[config.mk]
export PLATFORM = sky130hd
export DESIGN_NAME = pwm_word_tx
export DESIGN_NICKNAME = d
export VERILOG_FILES = /design/src/rtl/pwtx_pkg.sv /design/src/rtl/pwtx_tick_div.sv /design/src/rtl/pwtx_bit_queue.sv /design/src/rtl/pwtx_width_timer.sv /design/src/rtl/pwm_word_tx.sv
export SDC_FILE = /design/constraint.sdc
export NUM_CORES = 1
export LEC_CHECK = 0
export BUFFER_PORTS_ARGS = -buffer_cell sky130_fd_sc_hd__buf_2
export CORE_UTILIZATION = 54
export CTS_BUF_LIST = sky130_fd_sc_hd__clkbuf_16
export CTS_CLUSTER_DIAMETER = 40
export DETAILED_ROUTE_END_ITERATION = 16
export PLACE_DENSITY = 0.76
export SLEW_MARGIN = 25
export SYNTH_ARGS = -nofsm -noshare
export SYNTH_HDL_FRONTEND = slang
export SYNTH_SLANG_ARGS = --single-unit
[constraint.sdc]
create_clock -name clk -period 2 [get_ports clk]
set_input_delay 0.1 -clock clk [delete_from_list [all_inputs] [get_ports clk]]
set_output_delay 0.1 -clock clk [all_outputs]
set_load 0.03 [all_outputs]
[src/rtl/pwtx_pkg.sv]
// Shared types and helpers for the pulse-width coded transmitter.
package pwtx_pkg;

    // Frame sequencer states.
    typedef enum logic [1:0] {
        ST_IDLE  = 2'd0,
        ST_LOAD  = 2'd1,
        ST_PULSE = 2'd2,
        ST_GAP   = 2'd3
    } pwtx_state_t;

    // Largest of three integers, used to size the width counter.
    function automatic int max3(input int a, input int b, input int c);
        int m;
        m = (a > b) ? a : b;
        return (m > c) ? m : c;
    endfunction

endpackage

[src/rtl/pwtx_tick_div.sv]
// Tick generator: divides the system clock by DIV while enabled.
// Assumes DIV >= 2. Clearing restarts the phase, so the first tick
// comes exactly DIV enabled cycles after the clear.
module pwtx_tick_div #(
    parameter int DIV = 8
) (
    input  logic clk,
    input  logic rst_n,
    input  logic clear,
    input  logic en,
    output logic tick
);
    localparam int DW = (DIV > 1) ? $clog2(DIV) : 1;
    localparam logic [DW-1:0] LAST = DW'(DIV - 1);

    logic [DW-1:0] cnt_q;

    assign tick = en && (cnt_q == LAST);

    // Phase counter: wraps after DIV cycles, restarts on clear.
    always_ff @(posedge clk) begin
        if (!rst_n || clear) begin
            cnt_q <= '0;
        end else if (en) begin
            cnt_q <= tick ? '0 : cnt_q + 1'b1;
        end
    end
endmodule

[src/rtl/pwtx_bit_queue.sv]
// Bit queue: captures a word and a length, then hands out the bits
// most significant first. The word is stored left-aligned so that the
// current bit is always the top bit. Lengths above DATA_W are clamped.
module pwtx_bit_queue #(
    parameter int DATA_W = 12,
    parameter int LEN_W  = 4
) (
    input  logic              clk,
    input  logic              rst_n,
    input  logic              load,
    input  logic [DATA_W-1:0] data,
    input  logic [LEN_W-1:0]  len,
    input  logic              advance,
    output logic              cur_bit,
    output logic              empty
);
    localparam logic [LEN_W-1:0] LEN_MAX = LEN_W'(DATA_W);

    logic [DATA_W-1:0] sh_q;
    logic [LEN_W-1:0]  rem_q;
    logic [LEN_W-1:0]  len_eff;

    // Clamp the requested length to the word width.
    always_comb begin
        len_eff = (len > LEN_MAX) ? LEN_MAX : len;
    end

    assign cur_bit = sh_q[DATA_W-1];
    assign empty   = (rem_q == '0);

    // Capture the word left-aligned, or shift one bit out per advance.
    always_ff @(posedge clk) begin
        if (!rst_n) begin
            sh_q  <= '0;
            rem_q <= '0;
        end else if (load) begin
            sh_q  <= data << (DATA_W - int'(len_eff));
            rem_q <= len_eff;
        end else if (advance && !empty) begin
            sh_q  <= {sh_q[DATA_W-2:0], 1'b0};
            rem_q <= rem_q - 1'b1;
        end
    end
endmodule

[src/rtl/pwtx_width_timer.sv]
// Down-counter for pulse widths. Loading sets the count to width-1.
// While running it counts down to zero, and it reports expiry at zero.
module pwtx_width_timer #(
    parameter int CW = 6
) (
    input  logic          clk,
    input  logic          rst_n,
    input  logic          load,
    input  logic [CW-1:0] load_val,
    input  logic          run,
    output logic          expired
);
    logic [CW-1:0] cnt_q;

    assign expired = (cnt_q == '0);

    // Load a new width or count the current one down.
    always_ff @(posedge clk) begin
        if (!rst_n) begin
            cnt_q <= '0;
        end else if (load) begin
            cnt_q <= load_val;
        end else if (run && !expired) begin
            cnt_q <= cnt_q - 1'b1;
        end
    end
endmodule

[src/rtl/pwm_word_tx.sv]
// Pulse-width coded word transmitter, top level.
// On an accepted start it captures the word and waits one setup cycle.
// It then sends one high pulse per bit (zero or one width), a strobe
// pulse, and a low gap of GAP_TICKS divided-clock periods after each
// pulse. Assumes all widths are >= 1, GAP_TICKS >= 1 and CLK_DIV >= 2.
module pwm_word_tx
    import pwtx_pkg::*;
#(
    parameter int DATA_W     = 12,
    parameter int LEN_W      = $clog2(DATA_W + 1),
    parameter int CLK_DIV    = 8,
    parameter int ZERO_CYC   = 12,
    parameter int ONE_CYC    = 33,
    parameter int STROBE_CYC = 13,
    parameter int GAP_TICKS  = 1
) (
    input  logic              clk,
    input  logic              rst_n,
    input  logic              start_i,
    input  logic [DATA_W-1:0] data_i,
    input  logic [LEN_W-1:0]  len_i,
    output logic              line_o,
    output logic              busy_o,
    output logic              done_o
);
    localparam int W_MAX = max3(ZERO_CYC, ONE_CYC, STROBE_CYC);
    localparam int CW    = $clog2(W_MAX + 1);
    localparam int GW    = $clog2(GAP_TICKS + 1);
    localparam logic [CW-1:0] W0_LD = CW'(ZERO_CYC - 1);
    localparam logic [CW-1:0] W1_LD = CW'(ONE_CYC - 1);
    localparam logic [CW-1:0] WS_LD = CW'(STROBE_CYC - 1);
    localparam logic [GW-1:0] GAP_LAST = GW'(GAP_TICKS - 1);

    pwtx_state_t   st_q;
    logic          line_q, busy_q, done_q, strobe_q;
    logic [GW-1:0] gap_cnt_q;

    logic          q_bit, q_empty, tmr_exp, tick;
    logic          accept, launch, pulse_end, gap_end;
    logic [CW-1:0] launch_w;

    assign accept    = (st_q == ST_IDLE) && start_i;
    assign pulse_end = (st_q == ST_PULSE) && tmr_exp;
    assign gap_end   = (st_q == ST_GAP) && tick && (gap_cnt_q == GAP_LAST);
    assign launch    = (st_q == ST_LOAD) || (gap_end && !strobe_q);

    // Pick the width of the next pulse from the head of the queue.
    always_comb begin
        if (q_empty)    launch_w = WS_LD;
        else if (q_bit) launch_w = W1_LD;
        else            launch_w = W0_LD;
    end

    pwtx_bit_queue #(
        .DATA_W (DATA_W),
        .LEN_W  (LEN_W)
    ) u_queue (
        .clk     (clk),
        .rst_n   (rst_n),
        .load    (accept),
        .data    (data_i),
        .len     (len_i),
        .advance (launch && !q_empty),
        .cur_bit (q_bit),
        .empty   (q_empty)
    );

    pwtx_width_timer #(
        .CW (CW)
    ) u_timer (
        .clk      (clk),
        .rst_n    (rst_n),
        .load     (launch),
        .load_val (launch_w),
        .run      (st_q == ST_PULSE),
        .expired  (tmr_exp)
    );

    pwtx_tick_div #(
        .DIV (CLK_DIV)
    ) u_div (
        .clk   (clk),
        .rst_n (rst_n),
        .clear (pulse_end),
        .en    (st_q == ST_GAP),
        .tick  (tick)
    );

    // Count divided-clock ticks within a gap.
    always_ff @(posedge clk) begin
        if (!rst_n || pulse_end) begin
            gap_cnt_q <= '0;
        end else if ((st_q == ST_GAP) && tick && !gap_end) begin
            gap_cnt_q <= gap_cnt_q + 1'b1;
        end
    end

    // Frame sequencer: idle, setup, pulse and gap phases.
    always_ff @(posedge clk) begin
        if (!rst_n) begin
            st_q     <= ST_IDLE;
            line_q   <= 1'b0;
            busy_q   <= 1'b0;
            done_q   <= 1'b0;
            strobe_q <= 1'b0;
        end else begin
            done_q <= 1'b0;
            unique case (st_q)
                ST_IDLE: begin
                    if (accept) begin
                        st_q   <= ST_LOAD;
                        busy_q <= 1'b1;
                    end
                end
                ST_LOAD: begin
                    st_q     <= ST_PULSE;
                    line_q   <= 1'b1;
                    strobe_q <= q_empty;
                end
                ST_PULSE: begin
                    if (tmr_exp) begin
                        st_q   <= ST_GAP;
                        line_q <= 1'b0;
                    end
                end
                ST_GAP: begin
                    if (gap_end && strobe_q) begin
                        st_q   <= ST_IDLE;
                        busy_q <= 1'b0;
                        done_q <= 1'b1;
                    end else if (gap_end) begin
                        st_q     <= ST_PULSE;
                        line_q   <= 1'b1;
                        strobe_q <= q_empty;
                    end
                end
                default: st_q <= ST_IDLE;
            endcase
        end
    end

    assign line_o = line_q;
    assign busy_o = busy_q;
    assign done_o = done_q;
endmodule

Word-level counts from Yosys, hierarchy flattened

Index checks and enable logic that the tools add are counted.

Register bits: 32
Input bits: 19
Output and inout bits: 3

Add/subtract/negate cells: 5
Order comparisons: 1
Equal/unequal tests: 10
Shifts and indexed selects: 1
Multiplexer cells: 26
Bitwise gates (word level): 1
Reductions and logical operators: 31

Operator list:

| kind                  | number |
|---|---|
| $shl A12 B32 Y12      | 1 |
| $mux W12              | 2 |
| $mux W6               | 4 |
| $mux W4               | 3 |
| $logic_and A1 B1 Y1   | 11 |
| $ne A2 B2 Y1 const B  | 5 |
| $reduce_and A3 Y1     | 3 |
| $mux W1               | 8 |
| $mux W2               | 4 |
| $pmux W2 S4           | 1 |
| $reduce_bool A2 Y1    | 4 |
| $logic_not A6 Y1      | 1 |
| $sub A6 B1 Y6 const B | 1 |
| $logic_not A1 Y1      | 5 |
| $sub A4 B4 Y5 const A | 1 |
| $eq A2 B2 Y1 const B  | 2 |
| $gt A4 B4 Y1 const B  | 1 |
| $logic_not A4 Y1      | 1 |
| $pmux W1 S2           | 2 |
| $reduce_and A4 Y1     | 1 |
| $sub A4 B1 Y4 const B | 1 |
| $add A3 B1 Y3 const B | 1 |
| $eq A3 B3 Y1 const B  | 1 |
| $mux W3               | 1 |
| other kinds (9)       | 10 |

Depth between registers and ports, before layout

Gate-level depths: netlist of run 1.

Word-level depth: 10
Mapped depth: 12
Gate-level depth less buffers: 9

Cells and area by module

A second synthesis of run 1 with hierarchy kept.

Cells, all modules: 296
Area total of the unflattened synthesis: 2,534.9 um2

Modules (own cells, without submodules):

| module           | times used | cells each | area an instance (um2) | sequential area each (um2) |
|---|---|---|---|---|
| pwtx_bit_queue   | 1          | 185        | 1,490.2                | 320.3 |
| pwm_word_tx      | 1          | 54         | 516.7                  | 140.1 |
| pwtx_width_timer | 1          | 42         | 374.1                  | 120.1 |
| pwtx_tick_div    | 1          | 15         | 153.9                  | 60.1 |

Worst setup path after synthesis of run 1

No wires, ideal clock.

Path type: input to register
From: input len_i[3]
To: register u_queue.sh_q[11]
Setup time: 0.088 ns
Arrival time: 1.797 ns
Path slack: 0.115 ns
Cell stages on the path: 9
Path buffers: 2
Path through: clkbuf_1 a21bo_2 ha_1 buf_4 a211oi_1 a211o_1 a311oi_1 nor2_1 nor4_2

Word-level cells in the longest chain between the ends: 5

Ends and longest elaborated chain:

| element              | line                 | RTL |
|---|---|---|
| from (decl)          | pwm_word_tx.sv:21    | `input logic [LEN_W-1:0] len_i,` |
| $gt A4 B4 Y1         | pwtx_bit_queue.sv:25 | `len_eff = (len > LEN_MAX) ? LEN_MAX : len;` |
| $mux W4 *            | pwtx_bit_queue.sv:25 |  |
| $sub A4 B4 Y5 *      | pwtx_bit_queue.sv:37 | `sh_q <= data << (DATA_W - int'(len_eff));` |
| $shl A12 B32 Y12 *   | pwtx_bit_queue.sv:37 |  |
| $mux W12 *           | pwtx_bit_queue.sv:36 | `end else if (load) begin` |
| to (signal assigned) | pwtx_bit_queue.sv:37 |  |
| to (signal assigned) | pwtx_bit_queue.sv:40 | `sh_q <= {sh_q[DATA_W-2:0], 1'b0};` |
| to (decl)            | pwtx_bit_queue.sv:19 | `logic [DATA_W-1:0] sh_q;` |

Mark *: on every way between the ends. The rest lies on a longest branch, timed or not.
A chain may end at the register's enable or synchronous reset.

Worst setup path after layout of run 1

From: register u_div.cnt_q[0]
To: register u_queue.rem_q[3]

Word-level cells in the longest chain between the ends: 9

Ends and longest elaborated chain:

| element                          | line                 | RTL |
|---|---|---|
| from (decl)                      | pwtx_tick_div.sv:16  | `logic [DW-1:0] cnt_q;` |
| from (signal assigned)           | pwtx_tick_div.sv:25  | `cnt_q <= tick ? '0 : cnt_q + 1'b1;` |
| $eq A3 B3 Y1                     | pwtx_tick_div.sv:18  | `assign tick = en && (cnt_q == LAST);` |
| $logic_and A1 B1 Y1              | pwtx_tick_div.sv:18  |  |
| $logic_and A1 B1 Y1 (2 in a row) | pwm_word_tx.sv:44    | `assign gap_end = (st_q == ST_GAP) && tick && (gap_cnt_q == GAP_LAST);` |
| $logic_and A1 B1 Y1              | pwm_word_tx.sv:45    | `assign launch = (st_q == ST_LOAD) \|\| (gap_end && !strobe_q);` |
| $logic_or A1 B1 Y1               | pwm_word_tx.sv:45    |  |
| $logic_and A1 B1 Y1              | pwm_word_tx.sv:63    | `.advance (launch && !q_empty),` |
| $logic_and A1 B1 Y1              | pwtx_bit_queue.sv:39 | `end else if (advance && !empty) begin` |
| $reduce_bool A2 Y1 (no line)     | n/a                  |  |
| to (signal assigned)             | pwtx_bit_queue.sv:38 | `rem_q <= len_eff;` |
| to (signal assigned)             | pwtx_bit_queue.sv:41 | `rem_q <= rem_q - 1'b1;` |
| to (decl)                        | pwtx_bit_queue.sv:20 | `logic [LEN_W-1:0] rem_q;` |

Every way passes these cells.

==> impl.org, run 1 <==
** Run status
- Outcome :: complete, no violations

** Worst setup path
- Critical path, cell by cell :: ha_1, ha_1, and4bb_2, o21ai_4, buf_4, nor4_2, xnor2_1, a211oi_1
- Worst Path Class, Setup :: reg2reg
- The largest individual stage delay along the critical path comes from the cell dfxtp_1.
- STA classifies the critical path endpoint as a register.
- At the worst endpoint, the arrival time is roughly 2.1 ns.
- At the worst endpoint, the required time is around 2.2 ns.
- On the critical path the largest part of the delay comes from compound AO/OA/AOI/OAI gates.
- The largest single stage delay on the critical path is 0.33 ns.
- In this run the worst path has a maximum fanout of 9.
- Register-to-register path setup slack :: 0.09 ns
- By instance count, the cell type seen most on the critical path is ha_1.
- Element type at the critical path start :: register
- Bufs and invs on worst path :: 1

** Synth
- Largest cells by area after synthesis :: dfxtp_1 26%, ha_1 5.5%, o21ai_0 5.4%, a21oi_1 5.2%, nor2_1 5.0%
- Multiplexer area fraction after synthesis :: 6.42%
- Synthesized-area fraction occupied by adder cells :: 5.51%
- Summed over its instances, the top area cell type makes up 25.7% of the synthesized netlist area.
- Of all flip-flops after synthesis, the portion carrying an async set or reset was 0%.
- Most common flop cell mapped by yosys :: dfxtp_1
- After technology mapping, the gate count stands at 326.
- Sequential element share of the synthesized area :: 25.7%
- Of all cell types, the one taking the most synthesized area is dfxtp_1.
- Count of cell types in the netlist :: 61
- Synth Area in XOR/XNOR :: 3.46%
- Combinational family with the most area after synthesis :: compound AO/OA/AOI/OAI gates
- Synthesized netlist net count :: around 360
- Cell area after technology mapping :: 0.00250 sq mm
- Number of enable-type register cells in the synthesized netlist :: 0
- For this run, the number of Yosys warnings is 0.
- Average cell area after synthesis :: about 7.7 sq um
- Simple-gate portion of the synthesized area :: approximately a quarter
- Flop and latch count out of synthesis :: 32
- Summing the areas of all compound-gate instances in the mapped netlist gives 28.9% of the synthesized area.

** Finish
- Leading cell type in the layout, fill and taps excluded :: nor2_1
- 0 antenna diodes ended up in the layout.
- Commonest cells after routing, fill and taps aside :: 33 x nor2_1, 32 x nand2_1, 32 x dfxtp_1
- Leaving out filler cells and counting taps, the final layout contains 407.
- Fill cell count :: 388
- In the final design database the tool counted ~380 nets.
- Design area :: 0.00288 sq mm
- Compared with the post-synthesis result, the final layout area differs by 15.4%.
- Share of final-layout standard cells stronger than drive strength 1 :: a little under a fifth

** Floorplanning
- The floorplan step defined a die boundary enclosing 0.00490 sq mm.
- The initialized floorplan defines 24 standard-cell rows.
- The total area inside the core boundary comes to 0.00438 sq mm.
- From left edge to right edge, the die measures 70.0 um.
- IO Pins :: 22
- DIE HEIGHT :: 70.0 um
- The initial utilization of the core area, before any placement, comes to a little under three fifths.

** Clock tree
- TritonCTS built the clock tree.
- Total number of clock tree sinks :: 32
- In this run the post-CTS setup repair buffer count came out at 0.
- Buffers inserted to repair hold after CTS numbered 0.
- Clock buffer count from CTS :: 5
- The clock tree synthesis step divided the H-tree into 2 levels.
- Cell at the root of the clock tree :: clkbuf_16
- CTS clock-pin slew for the worst setup and hold paths :: 0.05 ns
- Total of cells resized after clock tree synthesis :: 0
- Later-pin clock latency in the skew report :: about 0.27 ns
- Maximum buffer depth of the clock tree :: 2

** STA
- For the final database, setup skew stands at 0.00383 ns.
- In this run the tightest slew margin relative to its limit is 65.8%.
- After layout, the minimum clock period comes to between 1.5 and 2 ns.
- For this run, the top clock speed supported by timing is 523 MHz.
- Actual slew at the worst max-slew pin :: just over 0.5 ns
- Period utilization :: between 90% and 100%
- Setup repair after global routing missed its margin :: yes
- Hold Worst Slack :: ~0.12 ns
- Setup violations remaining at the end of the flow were counted as 0.
- The max-slew violation count is 0.
- The hold violation count in the final report is 0.

** Drt
- Via total after detailed routing :: 2539
- In the routed design, unresolved DRC markers number 0.
- In the final routed layout, each cell accounts on average for 15.3 um.
- Final wirelength :: between 6000 and 7000 um
- For this run, the detailed router's first-pass iteration total came to 4.
- Dividing the detail-routed via count by the number of cells gives 6.24.
- Post-route ant nets :: 0
- The first routing iteration left around 140 violations.

** Global routing
- Global routing used between 20% and 30% of the available tracks.
- The first global-routing pass estimated 10500 um of wire.
- Summed over all layers, the global routing overflow is 0.
- The initial antenna violation count is 0.
- The via count of the first global-routing pass is approximately 2300.
- Entering global routing, the biggest net connects 24 pins.

** Placement
- Routability-driven placement finished with a final weighted congestion of 0.901.
- Once placement completed, the tool counted placed cells totaling roughly 400.
- IO Port Bufs :: 21
- The HPWL after detailed placement is approximately 4700 um.
- After detailed placement, the total cell area comes to 0.00271 sq mm.

** Power
- Share of total power in combinational logic :: 47.0%
- In this run the static leakage power is 1.17 nW.
- In this run, the clock network consumes approximately 24% of the power.
- Net switching is between 30% and 40% of the power.
- Cell internal power was estimated by the tool at 2.16 mW.
- Of the total power, registers draw 28.7%.
- Ratio of total power to cell area :: ~1200 mW/mm^2
- Power comes to between 3 and 4 mW.
- Net switching component of the power :: 1.40 mW
- VDD sags by at most 565 uV.

** Run
- The tool flagged a number of max-cap violations equal to 0.

** Worst hold path
- The tightest min-delay check is of the in2reg type.
==> tightest hold or removal path, delay by kind of cell <==
| family | cells | cell delay, ns |
|---|---|---|
| compound gates | 1 | 0.05 |
| simple gates | 1 | 0.07 |
| buf+inv | 1 | 0.13 |
==> layer usage <==
metal / up-vias / GRT usage [%] / wire, um
li1: 1252 / - / -
met1: 1205 / 32.4 / 2680
met2: 71 / 46.8 / 3140
met3: 11 / 4.04 / 279
met4: 0 / 8.89 / 119
met5: - / 0 / 0
==> Yosys cell counts, types with 3 or more instances <==
cell type / n
a211oi_1: 5
a21oi_1: 26
a311oi_1: 3
a31oi_1: 8
and3_1: 3
buf_2: 4
buf_4: 4
clkbuf_1: 11
dfxtp_1: 32
ha_1: 11
inv_1: 11
mux2_2: 4
mux2i_1: 7
nand2_1: 32
nand2b_1: 6
nand3_1: 10
nand3b_1: 3
nor2_1: 33
nor2b_1: 5
nor3_1: 9
o21ai_0: 27
o21ai_1: 8
o221ai_1: 3
o22ai_1: 4
xnor2_1: 4
xor2_1: 4
==> power groups by stage <==
| stage | clock (mW) | combinational, mW | sequential [mW] |
|---|---|---|---|
| 5_1_grt | 0.903 | 1.87 | 1.04 |
| 4_1_cts | 0.873 | 1.67 | 1.02 |
| 3_5_place_dp | 0 | 1.65 | 1.03 |
| 6_report | 0.867 | 1.67 | 1.02 |
| 2_1_floorplan | 0 | 1.25 | 1.01 |
| 3_3_place_gp | 0 | 1.62 | 1.02 |
==> metrics by stage <==
stage	util [%]	TNS, ns	setup WS [ns]
2_1_floorplan	-	0	0.115
3_3_place_gp	61.9	0	0.0914
3_5_place_dp	61.9	0	0.0734
4_1_cts	65.7	0	0.0834
5_1_grt	65.7	-0.110	-0.0306
6_report	65.7	0	0.0868
==> final cells by class <==
class	instances	area, sq um	area share (%)
clock inverter	3	42.5	1.48
clock buffer	5	125	4.34
tap	52	65.1	2.26
multi-input combinational	262	1690	58.7
timing repair buffer	42	275	9.55
sequential	32	641	22.2
inverter	11	41.3	1.43
==> sequential cells by signal, summed over array words and instances (netlist names) <==
register / cells
line_o: 1
u_timer.cnt_q: 6
busy_o: 1
strobe_q: 1
gap_cnt_q: 1
u_queue.rem_q: 4
u_div.cnt_q: 3
st_q: 2
done_o: 1
u_queue.sh_q: 12
==> kinds of logic (layout without fill, tap and decap cells) <==
family	count (synthesis)	count (layout)
compound gates	111	111
flops	32	32
mux	13	13
xor+xnor	9	9
buf+inv	32	61
simple gates	118	118
fa+ha+maj	11	11
==> final timing paths <==
kind	cells after the start	endpoint	start
max reg2reg	8	u_queue.rem_q[3]$_SDFFE_PN0P_	u_div.cnt_q[0]$_SDFFE_PP0N_
max	8	u_queue.rem_q[3]$_SDFFE_PN0P_	u_div.cnt_q[0]$_SDFFE_PP0N_
min	3	u_queue.rem_q[1]$_SDFFE_PN0P_	len_i[1]
min reg2reg	2	gap_cnt_q$_SDFFE_PP0P_	gap_cnt_q$_SDFFE_PP0P_
No activity file was read; power rests on OpenSTA's default activity.
==> run 2: changes to the inputs <==
--- a/config.mk
+++ b/config.mk
@@ -6,11 +6,11 @@
 export NUM_CORES = 1
 export LEC_CHECK = 0
 export BUFFER_PORTS_ARGS = -buffer_cell sky130_fd_sc_hd__buf_2
-export CORE_UTILIZATION = 54
+export CORE_UTILIZATION = 45
 export CTS_BUF_LIST = sky130_fd_sc_hd__clkbuf_16
 export CTS_CLUSTER_DIAMETER = 40
 export DETAILED_ROUTE_END_ITERATION = 16
-export PLACE_DENSITY = 0.76
+export PLACE_DENSITY = 0.65
 export SLEW_MARGIN = 25
 export SYNTH_ARGS = -nofsm -noshare
 export SYNTH_HDL_FRONTEND = slang
==> run 2 against run 1 <==
First-iteration DRC count up 15%. Routed wire length rose by 4.5%. Sequential cell count unchanged. Combinational power up 4%. Clock skew grew 0.0011 ns. Die area is 19% higher. Sequential power barely moved. Clock power fell by 2.3%. Power rose by 0.98%. Largest cell class unchanged. Global-route usage is 2.8 points lower. Cell area grew 2.4%. Setup slack improved by 0.0076 ns.
==> impl.org, run 2 (synthesis results as in run 1) <==
** Floorplanning
- Core Footprint :: 0.00524 sq mm (+19%)
- DIE HEIGHT :: 76.5 um (+9.3%)
- The number of standard-cell rows in the floorplan is 26 (+8.3%).
- The die extent in x is 76.5 um (+9.3%).
- IO Pins :: 22 (unchanged)
- The die outline area was 0.00585 sq mm (+19%).
- The starting utilization of the core area is 47.7% (-9.3 points).

** Finish
- Commonest cells after routing, fill and taps aside :: 33 x nor2_1, 32 x dfxtp_1, 31 x nand2_1
- Top flop regs :: u_queue.sh_q: 12 flops, u_timer.cnt_q: 6 flops, u_queue.rem_q: 4 flops
- Fill cell count :: 502 (+29%)
- The ratio of cells with drive above 1 in the final layout is 20.1% (+1.2 points).
- Leading cell type in the layout, fill and taps excluded :: nor2_1
- Net total in the final layout :: 388 (+1.0%)
- From synthesis to final layout, the design area changed by 18.2%.
- Register containing the most flip-flops in the final layout :: u_queue.sh_q
- Final cell count without fillers :: 429 (+5.4%)
- The antenna diode count came to 0 (unchanged).
- The post-route cell area is 0.00295 sq mm (+2.4%).
- The flip-flop count of the largest register after layout came to 12 (unchanged).

** Clock tree
- Total number of clock tree sinks :: 32 (unchanged)
- Clock buffer count from CTS :: 5 (unchanged)
- Maximum buffer depth of the clock tree :: 2 (unchanged)
- The clock transition time at the flip-flop clock pins of the worst setup and hold paths was 0.05 ns (about the same).
- TritonCTS clock tree :: built
- The H-tree level count was 2 (unchanged).
- Later-pin clock latency in the skew report :: 0.27 ns (about the same)
- The number of buffers added to fix hold violations after cts is 0 (unchanged).
- CTS placed an instance of clkbuf_16 at the clock tree root.

** Worst setup path
- The largest individual stage delay along the critical path comes from the cell a311o_1.
- Crit path max fanout :: 8 (-1)
- The data arrival time of the critical path was 2.11 ns (about the same).
- In this run the critical register-to-register path is captured at u_queue.sh_q[8]$_SDFFE_PN0P_.
- Following the worst setup path forward leads to its endpoint at u_queue.sh_q[8]$_SDFFE_PN0P_.
- Register-to-register path setup slack :: 0.09 ns (about the same)
- Worst reg2reg startpoint :: u_div.cnt_q[0]$_SDFFE_PP0N_
- The critical path is of the reg2reg type.
- Element type at the critical path start :: register
- The worst setup path is captured at a register.
- In this design, the critical path's most frequently occurring cell is ha_1.
- Worst r2r path cells :: 7 (-1)
- Critical path, cell by cell :: ha_1, ha_1, and4bb_2, o21ai_4, nand2_1, a311o_1, a31oi_1
- The critical path data required time was 2.20 ns (about the same).
- Critical path's largest stage delay :: 0.35 ns (+0.02 ns)
- The critical path starts at u_div.cnt_q[0]$_SDFFE_PP0N_.

** Global routing
- The first-pass GRT wire length was 11100 um (+5.3%).
- The via count of the first global-routing pass is 2299 (unchanged).
- The global-route congestion overflow total came to 0 (unchanged).
- The initial antenna violation count came to 0 (unchanged).
- Global-route usage over all layers :: 23.6% (-2.8 points)
- The maximum number of pins on one net before global-route repair was 24 (unchanged).

** Drt
- The iteration count of the initial detailed-routing pass is 4 (unchanged).
- Via-per-instance ratio :: 5.81 (-6.9%)
- The length of routed met2 wiring came to 3090 um (-1.8%).
- Via total after detailed routing :: 2492 (-1.9%)
- The DRC violations left came to 0 (unchanged).
- The mean routed wirelength per cell is 15.2 um (-0.84%).
- The highest metal layer carrying signal wires in the routed design is met4.
- The detailed-route wire length was 6510 um (+4.5%).
- The post-route met1 wirelength was 3070 um (+14%).
- Drt initial violations :: 157 (+15%)
- The total met3 wirelength after detailed routing was 277 um (-0.72%).
- The post-route antenna net violation count came to 0 (unchanged).

** Placement
- The total of buffers placed on input and output ports came to 21 (unchanged).
- The instance area after placement came to 0.00276 sq mm (+1.6%).
- # placed instances :: 418 (+4.8%)
- The final weighted congestion of routability-driven global placement came to 0.914 (+1.4%).
- HPWL after detailed placement :: 4840 um (+2.8%)

** Power
- The switching power of the nets is 1.41 mW (+0.87%).
- The fraction of power consumed by the clock network came to 23.6% (-0.8 points).
- The overall power was 3.59 mW (+0.98%).
- The leakage power was 1.20 nW (+2.4%).
- The power per cell area is 1220 mW/mm^2 (-1.4%).
- Worst-case vdd ir drop :: 487 uV (-14%)
- Share of total power in combinational logic :: 48.0% (+1.0 points)
- The switching share of total power is 39.3% (-0.045 points).
- Sequential group share of total power :: 28.4% (-0.3 points)
- The internal portion of total power was 2.18 mW (+1.1%).

** STA
- Actual slew at the worst max-slew pin :: 0.568 ns (+0.0558 ns)
- Setup repair after global routing could not meet its margin everywhere.
- Max-Slew Margin vs Limit :: 62.1% (-3.7 points)
- Final count of pins violating max slew :: 0 (unchanged)
- The worst hold-check slack is 0.141 ns (+0.0186 ns).
- Number of endpoints with negative hold slack in the final report :: 0 (unchanged)
- Setup violations, final :: 0 (unchanged)
- Fmax achieved :: 525 MHz (+0.40%)
- The worst setup skew after layout came to 0.00489 ns (+0.00106 ns).
- The share of the clock period used by the worst path is 95.3% (-0.38 points).
- The clock period minus final worst setup slack is 1.91 ns (-0.00757 ns).

** Run status
- Outcome :: complete, no violations

** Run
- The max-capacitance violation count is 0 (unchanged).

** Worst hold path
- Type of the most critical hold path :: in2reg
-- run 2: worst max-delay path: cells and delay by family (launching register included) --
family | cells | cell delay, ns
AOI/OAI and AO/OA | 3 | 0.76
DFF | 1 | 0.32
and+or+nand+nor | 2 | 0.36
adders and majority gates | 2 | 0.39
-- run 2: worst min-delay path by stage --
stage	from	end	slack, ns	cells after the start
global placement	len_i[1]	u_queue.rem_q[1]$_SDFFE_PN0P_	0.41	3
detailed placement	len_i[1]	u_queue.rem_q[1]$_SDFFE_PN0P_	0.42	3
floorplan	rst_n	u_queue.sh_q[7]$_SDFFE_PN0P_	0.24	2
global route	len_i[1]	u_queue.rem_q[1]$_SDFFE_PN0P_	0.18	3
CTS	len_i[1]	u_queue.rem_q[1]$_SDFFE_PN0P_	0.13	3
finish	len_i[1]	u_queue.rem_q[1]$_SDFFE_PN0P_	0.14	3
-- run 2: final cells by class --
type                       count  area (sq um)  share of cell area, %
clock buffer                   5           125                   4.24
multi-input combinational    262          1700                   57.6
timing repair buffer          46           318                   10.8
tap                           70          87.6                   2.97
inverter                      11          41.3                   1.40
clock inverter                 3          38.8                   1.31
sequential                    32           641                   21.7
-- run 2: power by group through the flow --
stage,registers [mW],logic (mW),clock network (mW)
finish,1.02,1.73,0.847
global route,1.05,1.93,0.893
CTS,1.02,1.68,0.863
detailed placement,1.03,1.66,0
global placement,1.02,1.65,0
floorplan,1.01,1.25,0
-- run 2: per-layer routing --
layer	global-route usage, %	vias to the layer above
met1	31.2	1168
met2	38.5	49
met4	8.85	0
met3	3.83	9
li1	-	1266
met5	0	-
-- run 2: stage by stage --
stage          util (%)  TNS (ns)  setup WS, ns
2_1_floorplan         -         0         0.115
3_3_place_gp       52.6         0        0.0868
3_5_place_dp       52.6         0        0.0230
4_1_cts            55.8         0        0.0893
5_1_grt            56.3  -0.00770      -0.00321
6_report           56.3         0        0.0944
-- run 2: timing repair --
item,in CTS,in global routing
gates resized for setup,0,3
setup endpoints to repair,0,4
buffers inserted,0,3
==> run 3: changes to the inputs <==
--- a/config.mk
+++ b/config.mk
@@ -6,6 +6,7 @@
 export NUM_CORES = 1
 export LEC_CHECK = 0
 export BUFFER_PORTS_ARGS = -buffer_cell sky130_fd_sc_hd__buf_2
+export CORE_MARGIN = 1.5
 export CORE_UTILIZATION = 45
 export CTS_BUF_LIST = sky130_fd_sc_hd__clkbuf_16
 export CTS_CLUSTER_DIAMETER = 40
==> run 3 against run 2 <==
Maximum frequency increased by 3.8%. Highest routed layer unchanged. Setup slack improved by 0.070 ns. Hold slack improved by 0.0038 ns. Via count increased by 1.4%. Critical path depth is the same. Critical endpoint unchanged. Non-clock buffer count is 3 lower. Clock skew decreased by 0.0013 ns. Die area increased by 2.6%. Global-route usage down 1.1 points.
==> impl.org, run 3 (synthesis results as in run 1) <==
** Global routing
- Number of antenna violations at the first check in global routing :: 0 (unchanged)
- The global-route congestion overflow total was 0 (unchanged).
- Pin count of the biggest net entering global routing :: 23 (-4.2%)
- Global-route usage over all layers :: 22.5% (-1.1 points)
- Number of global-route vias before repair :: 2368 (+3.0%)
- Global-route wire length before repair :: 11000 um (-0.62%)

** Finish
- Final cell count without fillers :: 426 (-0.70%)
- Relative to the synthesized area, the layout overhead comes to 16.0%.
- Fill cell count :: 505 (+0.60%)
- Register containing the most flip-flops in the final layout :: u_queue.sh_q
- Leaving out fill and tap cells, the most frequent cell in the layout is nor2_1.
- Diodes inserted :: 0 (unchanged)
- Top flop regs :: u_queue.sh_q: 12 flops, u_timer.cnt_q: 6 flops, u_queue.rem_q: 4 flops
- In the layout the commonest cells are 33 x nor2_1, 32 x nand2_1, 32 x dfxtp_1.
- Net total in the final layout :: 385 (-0.77%)
- The flip-flop count of the largest register after layout came to 12 (unchanged).
- Share of final-layout standard cells stronger than drive strength 1 :: 18.8% (-1.2 points)

** Drt
- Drt initial violations :: 113 (-28%)
- The iteration count of the initial detailed-routing pass was 4 (unchanged).
- Via total after detailed routing :: 2527 (+1.4%)
- The DRC violations left was 0 (unchanged).
- Post-route ant nets :: 0 (unchanged)
- Final wirelength :: 6460 um (-0.74%)
- Via-per-instance ratio :: 5.93 (+2.1%)
- The mean routed wirelength per cell was 15.2 um (about the same).

** Worst hold path
- Hold path start :: len_i[1]
- Hold worst-path end :: u_queue.rem_q[1]$_SDFFE_PN0P_
- The hold path depth was 3 (unchanged).
- The path class of the tightest hold or removal check is in2reg.

** STA
- The setup-violating endpoint count in the final report came to 0 (unchanged).
- The actual transition at the worst max-transition pin is 0.512 ns (-0.0560 ns).
- Max-Slew Margin vs Limit :: 65.8% (+3.7 points)
- The max-slew violation count came to 0 (unchanged).
- The clock period minus final worst setup slack is 1.84 ns (-0.0696 ns).
- The hold violation count in the final report was 0 (unchanged).
- The summed negative setup slack over all endpoints is 0 ns (unchanged).
- Hold Worst Slack :: 0.144 ns (+0.00376 ns)
- Period utilization :: 91.8% (-3.5 points)
- Post-route clock skew :: 0.00363 ns (-0.00126 ns)
- Setup repair after global routing missed its margin :: no
- Fmax achieved :: 545 MHz (+3.8%)

** Clock tree
- CTS clock-pin slew for the worst setup and hold paths :: 0.05 ns (about the same)
- Later-pin clock latency in the skew report :: 0.27 ns (about the same)
- Number of setup buffers added after CTS :: 0 (unchanged)
- Cell at the root of the clock tree :: clkbuf_16
- Total number of clock tree sinks :: 32 (unchanged)
- TritonCTS clock tree :: built
- The number of buffers on the longest clock path is 2 (unchanged).
- Total of cells resized after clock tree synthesis :: 0 (unchanged)
- Number of hold buffers added after CTS :: 0 (unchanged)
- Clock buffer count from CTS :: 5 (unchanged)
- Total number of H-tree levels :: 2 (unchanged)

** Worst setup path
- The delay of the slowest critical-path stage is 0.36 ns (about the same).
- Most used cell, CP :: ha_1
- The data arrival time of the critical path came to 2.04 ns (-0.07 ns).
- The setup slack on the worst flop-to-flop path was 0.16 ns (+0.07 ns).
- The largest driver fanout on the critical path was 6 (-2).
- The worst setup path is launched from a register.
- Required time of the critical path :: 2.20 ns (about the same)
- Slowest CP cell :: dfxtp_1
- Type of destination of the critical path :: register
- FF-to-FF End :: u_queue.sh_q[8]$_SDFFE_PN0P_
- Worst r2r path cells :: 7 (unchanged)
- Critical path, cell by cell :: ha_1, ha_1, and4bb_2, o21a_1, nand2_1, a311o_1, a31oi_1
- Worst Path Class, Setup :: reg2reg
- The worst register-to-register path begins at u_div.cnt_q[0]$_SDFFE_PP0N_.

** Floorplanning
- IO Pins :: 22 (unchanged)
- The die extent in x is 77.5 um (+1.3%).
- Core Footprint :: 0.00524 sq mm (unchanged)
- The die outline area was 0.00600 sq mm (+2.6%).
- DIE HEIGHT :: 77.5 um (+1.3%)
- The number of standard-cell rows in the floorplan came to 26 (unchanged).
- The starting utilization of the core area came to 47.7% (unchanged).

** Power
- The power per cell area came to 1220 mW/mm^2 (+0.11%).
- Worst-case vdd ir drop :: 545 uV (+12%)
- Overall power after layout :: 3.53 mW (-1.8%)
- Cell leakage power :: 1.18 nW (-1.9%)

** Placement
- # placed instances :: 418 (unchanged)
- The total of buffers placed on input and output ports is 21 (unchanged).
- The final weighted congestion of routability-driven global placement came to 0.891 (-2.5%).
- The half-perimeter wire length after placement came to 4830 um (-0.25%).

** Run status
- Outcome :: complete, no violations

** Run
- The max-capacitance violation count came to 0 (unchanged).
run 3: changes by cell type in the layout (fill, tap and decap cells not counted):
cell,previous run,this run
a211oi_1,4,5
a211oi_2,1,0
buf_12,2,0
buf_4,23,22
nand2_1,31,32
nand2_2,1,0
o21ai_0,26,27
o21ai_1,9,8
run 3: worst max-delay path, delay by kind of cell (launching register included):
| kind | cells | cell delay, ns |
|---|---|---|
| AND/OR/NAND/NOR | 2 | 0.39 |
| adder cells (fa/ha/maj) | 2 | 0.31 |
| flip-flops | 1 | 0.36 |
| AO/OA/AOI/OAI | 3 | 0.70 |
run 3: worst max-delay path by stage:
stage | start | endpoint | slack (ns) | depth (start not counted)
floorplan | len_i[3] | u_queue.sh_q[11]$_SDFFE_PN0P_ | 0.11 | 9
global placement | len_i[2] | u_queue.sh_q[11]$_SDFFE_PN0P_ | 0.1 | 9
detailed placement | len_i[2] | u_queue.sh_q[11]$_SDFFE_PN0P_ | 0.08 | 9
CTS | u_div.cnt_q[0]$_SDFFE_PP0N_ | u_queue.sh_q[8]$_SDFFE_PN0P_ | 0.13 | 7
global route | u_div.cnt_q[0]$_SDFFE_PP0N_ | u_queue.sh_q[8]$_SDFFE_PN0P_ | 0.03 | 7
finish | u_div.cnt_q[0]$_SDFFE_PP0N_ | u_queue.sh_q[8]$_SDFFE_PN0P_ | 0.16 | 7
run 3: per-layer routing:
metal,share of wire (%),up-vias,GRT usage (%)
li1,-,1255,-
met2,46,77,36.3
met3,4.6,11,4.00
met5,0,-,0
met4,1.8,0,8.55
met1,48,1184,29.8
run 3: stage by stage:
step | utilization [%] | worst slack (ns) | instance area, sq um
after floorplan | - | 0.115 | 2500
after global placement | 52.2 | 0.0993 | 2730
after detailed placement | 52.2 | 0.0761 | 2730
after CTS | 55.3 | 0.134 | 2900
after global routing | 55.3 | 0.0320 | 2900
final | 55.3 | 0.164 | 2900
run 3: power breakdown:
part	internal, mW	total, mW	switching (mW)
clock	0.580	0.853	0.273
sequential	0.856	1.02	0.165
combinational	0.706	1.66	0.952
total	2.14	3.53	1.39
run 3: cell type report:
cell class | instances | area, sq um | share of cell area [%]
clock buffer | 5 | 125 | 4.32
clock inverter | 3 | 38.8 | 1.34
inverter | 11 | 41.3 | 1.43
multi-input combinational | 262 | 1690 | 58.4
sequential | 32 | 641 | 22.1
tap | 70 | 87.6 | 3.03
timing repair buffer | 43 | 270 | 9.33
